### config.mk
export PLATFORM = sky130hd
export DESIGN_NAME = wsgen_top
export DESIGN_NICKNAME = d
export VERILOG_FILES = /design/src/rtl/wsgen_pkg.sv /design/src/rtl/wsgen_ctrl.sv /design/src/rtl/wsgen_dp.sv /design/src/rtl/wsgen_top.sv
export SDC_FILE = /design/constraint.sdc
export NUM_CORES = 1
export LEC_CHECK = 0
export BUFFER_PORTS_ARGS = -buffer_cell sky130_fd_sc_hd__buf_2
export CAP_MARGIN = 15
export CORE_MARGIN = 1.5
export CORE_UTILIZATION = 35
export DETAILED_ROUTE_END_ITERATION = 10
export SYNTH_ARGS = -nofsm -noshare
export SYNTH_HDL_FRONTEND = slang
export SYNTH_SLANG_ARGS = --single-unit
### constraint.sdc
create_clock -name clk -period 2.56 [get_ports clk]
set_clock_uncertainty 0.1 [all_clocks]
set_input_delay 0.64 -clock clk [delete_from_list [all_inputs] [get_ports clk]]
set_output_delay 0.64 -clock clk [all_outputs]
set_load 0.05 [all_outputs]
### src/rtl/wsgen_pkg.sv
package wsgen_pkg;

  // Strobes from the control to the datapath
  typedef struct packed {
    logic firstCycle;  // first cycle of an access: pass through and capture
    logic rdAccess;    // selected read
    logic wrAccess;    // selected write
  } wsStrobes_t;

endpackage

### src/rtl/wsgen_ctrl.sv
module wsgen_ctrl
  import wsgen_pkg::*;
#(
  parameter int CNT_W = 4
) (
  input  logic             clk,
  input  logic             rstN,
  input  logic             csN,
  input  logic             rdWr,
  input  logic [CNT_W-1:0] waitCycles,
  output logic             ready,
  output wsStrobes_t       strb
);

  localparam logic [CNT_W-1:0] ZERO_CNT = '0;

  logic             sel;
  logic             busy;    // access is past its first cycle and still stalled or completing
  logic [CNT_W-1:0] remain;  // stalled cycles left after the current one
  logic             holdLow;

  assign sel = ~csN;

  // First cycle: stall if a non-zero count is requested.
  // Later cycles: stall until the remaining count reaches zero.
  assign holdLow = busy ? (remain != ZERO_CNT) : (waitCycles != ZERO_CNT);
  assign ready   = ~(sel & holdLow);

  always_ff @(posedge clk) begin
    if (!rstN) begin
      busy   <= 1'b0;
      remain <= ZERO_CNT;
    end else if (!sel) begin
      busy   <= 1'b0;
      remain <= ZERO_CNT;
    end else if (!busy) begin
      if (waitCycles != ZERO_CNT) begin
        busy   <= 1'b1;
        remain <= waitCycles - 1'b1;
      end
    end else if (remain == ZERO_CNT) begin
      busy <= 1'b0;
    end else begin
      remain <= remain - 1'b1;
    end
  end

  always_comb begin
    strb.firstCycle = sel & ~busy;
    strb.rdAccess   = sel & rdWr;
    strb.wrAccess   = sel & ~rdWr;
  end

endmodule

### src/rtl/wsgen_dp.sv
module wsgen_dp
  import wsgen_pkg::*;
#(
  parameter int ADDR_W = 5,
  parameter int DATA_W = 8
) (
  input  logic              clk,
  input  logic              rstN,
  input  wsStrobes_t        strb,
  input  logic              phase2,
  input  logic [ADDR_W-1:0] hostAddr,
  input  logic [DATA_W-1:0] hostWrData,
  output logic [ADDR_W-1:0] periphAddr,
  output logic [DATA_W-1:0] periphWrData,
  output logic              periphOeN,
  output logic              periphWeN
);

  logic [ADDR_W-1:0] heldAddr;
  logic [DATA_W-1:0] heldData;

  always_ff @(posedge clk) begin
    if (!rstN) begin
      heldAddr <= '0;
      heldData <= '0;
    end else if (strb.firstCycle) begin
      heldAddr <= hostAddr;
      heldData <= hostWrData;
    end
  end

  assign periphAddr   = strb.firstCycle ? hostAddr   : heldAddr;
  assign periphWrData = strb.firstCycle ? hostWrData : heldData;

  assign periphOeN = ~(strb.rdAccess & phase2);
  assign periphWeN = ~(strb.wrAccess & phase2);

endmodule

### src/rtl/wsgen_top.sv
module wsgen_top
  import wsgen_pkg::*;
#(
  parameter int CNT_W  = 4,
  parameter int ADDR_W = 5,
  parameter int DATA_W = 8
) (
  input  logic              clk,
  input  logic              rstN,
  input  logic              csN,
  input  logic              rdWr,
  input  logic              phase2,
  input  logic [CNT_W-1:0]  waitCycles,
  input  logic [ADDR_W-1:0] hostAddr,
  input  logic [DATA_W-1:0] hostWrData,
  output logic              ready,
  output logic [ADDR_W-1:0] periphAddr,
  output logic [DATA_W-1:0] periphWrData,
  output logic              periphOeN,
  output logic              periphWeN
);

  wsStrobes_t strb;

  wsgen_ctrl #(.CNT_W(CNT_W)) ctrl_i (
    .clk        (clk),
    .rstN       (rstN),
    .csN        (csN),
    .rdWr       (rdWr),
    .waitCycles (waitCycles),
    .ready      (ready),
    .strb       (strb)
  );

  wsgen_dp #(.ADDR_W(ADDR_W), .DATA_W(DATA_W)) dp_i (
    .clk          (clk),
    .rstN         (rstN),
    .strb         (strb),
    .phase2       (phase2),
    .hostAddr     (hostAddr),
    .hostWrData   (hostWrData),
    .periphAddr   (periphAddr),
    .periphWrData (periphWrData),
    .periphOeN    (periphOeN),
    .periphWeN    (periphWeN)
  );

endmodule

==> metrics <==
status complete, no violations; static leakage 0.000564 µW; Power, Total 707 µW; final period utilization 0.970; Sink Count 18; Skew-Pair Late Insertion Delay 0.29 ns; post-synthesis compound-gate area fraction 0.0508; H-Tree Depth 1; critical path class in2out; fraction of layout cells with a size suffix above 1 0.500; sequential share of the synthesized area 0.395; fmax between 400 and 500 MHz; Top Ports 38; Die ar. 0.00292 mm²; Worst slew margin 0.667; grt ovf 0; Multi-input gate area between 500 and 600 µm²; Post-Synth XOR/XNOR Area 0; routed wire length 1.77 mm; Final HPWL DP 1.35 mm; routed length on met1 830 µm; Synth area leader dfxtp_1; top cells by area, synth dfxtp_1, mux2_4, and2_1, mux2i_1, mux2_2; worst path arrival time 1.74 ns; Antenna Nets Post-Route 0; DR DRC count 0; Distinct cells, synth 31; crit-path max FO 2; Rows 18; post-DR vias/cell about 4.8; mapped cell area around 910 µm²; # diodes 0; uppermost routed layer met4; first-pass GRT wire length 2.68 mm; Synth top area share 0.395; min-delay worst type reg2reg; Sequential Area about 360 µm²; worst endpoint required time 1.82 ns; WL met3 99 µm; final instance area 0.00121 mm²; Power Density 585 mW/mm²; Die Wd roughly 54 µm; post-synthesis mux area share 0.257; Core Box Area 0.00248 mm²; Setup-failing EPs final 0; final count of hold timing violations 0; Max VDD drop 390 µV; largest family of logic cells by synthesized area multiplexers; Post-Synth Simple-Gate Area 0.255; Synth Warn # 0; initial core utilization 0.368; TritonCTS Buffers 3; fin crit period 2.48 ns; CTS max path bufs 2; syn nets 106; root buf cell clkbuf_4; fill count between 200 and 300; adder-cell share of the synthesized area 0.0137; met2 WL 829 µm; Pre-antenna DRT Iters 4; type of origin of the critical path input port; GP Congestion 0.723; postcts setup bufs 0; highest-count cells in the layout ignoring fill and taps buf_2, dfxtp_1, and2_1, mux2_4, mux2i_1; Max-Cap Viols 0; pin count of the biggest net entering global routing 17; number of global-route vias before repair roughly 610; RSZ-0062 raised after global routing no; initial antenna violation count 0; Worst-Margin Slew 0.495 ns; clock transition at the registers of the reported paths 0.10 ns; Synth Instances 83; Worst setup EP type output port; First DRT Iteration DRCs 2; Total GRT Usage 0.132; leading cell type in the layout, fill and taps excluded buf_2; hold-fix buffers at CTS 0; IO Port Bufs 37; die height 54.1 µm; synthesized flop and latch total 18; vias 756; TritonCTS clock tree built; Area growth syn-to-layout 32.5%; Final nets 150; Placed Instance Area 0.00116 mm²; WL per Instance about 11 µm; Slew Limit Fails 0; Avg Cell Area, Syn 11.0 µm²
[layout make-up]
class | instances | share of cell area
inverters | 1 | 0.00311
well taps | 30 | 0.0311
clock buffers | 4 | 0.0300
multi-input cells | 61 | 0.438
repair buffers | 42 | 0.200
flip-flops and latches | 18 | 0.298
[critical path: stages]
cell	delay (ns)
buf_2	0.10
or4_4	0.53
mux2i_1	0.18
or2_1	0.14
buf_6	0.15
[sequential cells by signal, indices dropped and copies added (netlist names)]
register,count
ctrl_i.busy,1
ctrl_i.remain,4
dp_i.heldAddr,5
dp_i.heldData,8
[logic make-up (layout without fill, tap and decap cells)]
family / after synthesis / count (layout)
mux: 18 / 18
fa+ha+maj: 1 / 1
compound gates: 7 / 7
flops: 18 / 18
simple gates: 35 / 35
buf+inv: 4 / 47
[path summary, 6_finish.rpt]
check / startpoint / end / slack (ns) / cells past startpoint
max: waitCycles[0] / ready / 0.08 / 5
min: ctrl_i.remain[3] / ctrl_i.remain[3] / 0.42 / 2
max reg2reg: ctrl_i.busy / ctrl_i.remain[1] / 0.67 / 5
min reg2reg: ctrl_i.remain[3] / ctrl_i.remain[3] / 0.42 / 2
[routing by layer]
metal | vias to the layer above | global-route usage
met1 | 346 | 0.174
met2 | 21 | 0.193
met3 | 2 | 0.0333
li1 | 387 | -
met4 | 0 | 0.0750
met5 | - | 0
[power breakdown]
part / total [µW] / switching (µW) / internal (µW) / leakage [µW]
Combinational: 224 / 133 / 90.6 / 0.000395
Sequential: 307 / 9.79 / 298 / 0.000148
Clock: 176 / 89.4 / 86.6 / 0.0000210
Total: 707 / 232 / 475 / 0.000564
[timing repair]
action                     in CTS  in global routing
setup endpoints to repair       1                  1
resized for setup               1                  2
pin swaps                       0                  0
[metrics by stage]
| step | setup WS [ns] | TNS, ns | std cells | utilization | hold WS (ns) |
|---|---|---|---|---|---|
| global placement | -0.0249 | -0.0249 | 152 | 0.469 | 0.397 |
| floorplan | 0.0857 | 0 | 83 | - | 0.381 |
| CTS | 0.0245 | 0 | 156 | 0.485 | 0.420 |
| global route | 0.0255 | 0 | 156 | 0.488 | 0.444 |
| finish | 0.0766 | 0 | 156 | 0.488 | 0.417 |
| detailed placement | -0.0246 | -0.0246 | 152 | 0.469 | 0.405 |
[cells in the mapped netlist, drive strengths merged]
cell type and number:
a21oi 2, a31oi 1, and2 13, buf 2
clkbuf 1, dfxtp 18, ha 1, inv 1
mux2 13, mux2i 5, nand2 1, nand2b 1
nand3 1, nand3b 4, nor2 4, nor3 2
nor4 1, nor4b 1, nor4bb 1, o211ai 1
o21ai 1, o22a 1, o311ai 1, or2 1
or3b 1, or4 2, or4b 2
No activity file was read; power rests on OpenSTA's default activity.
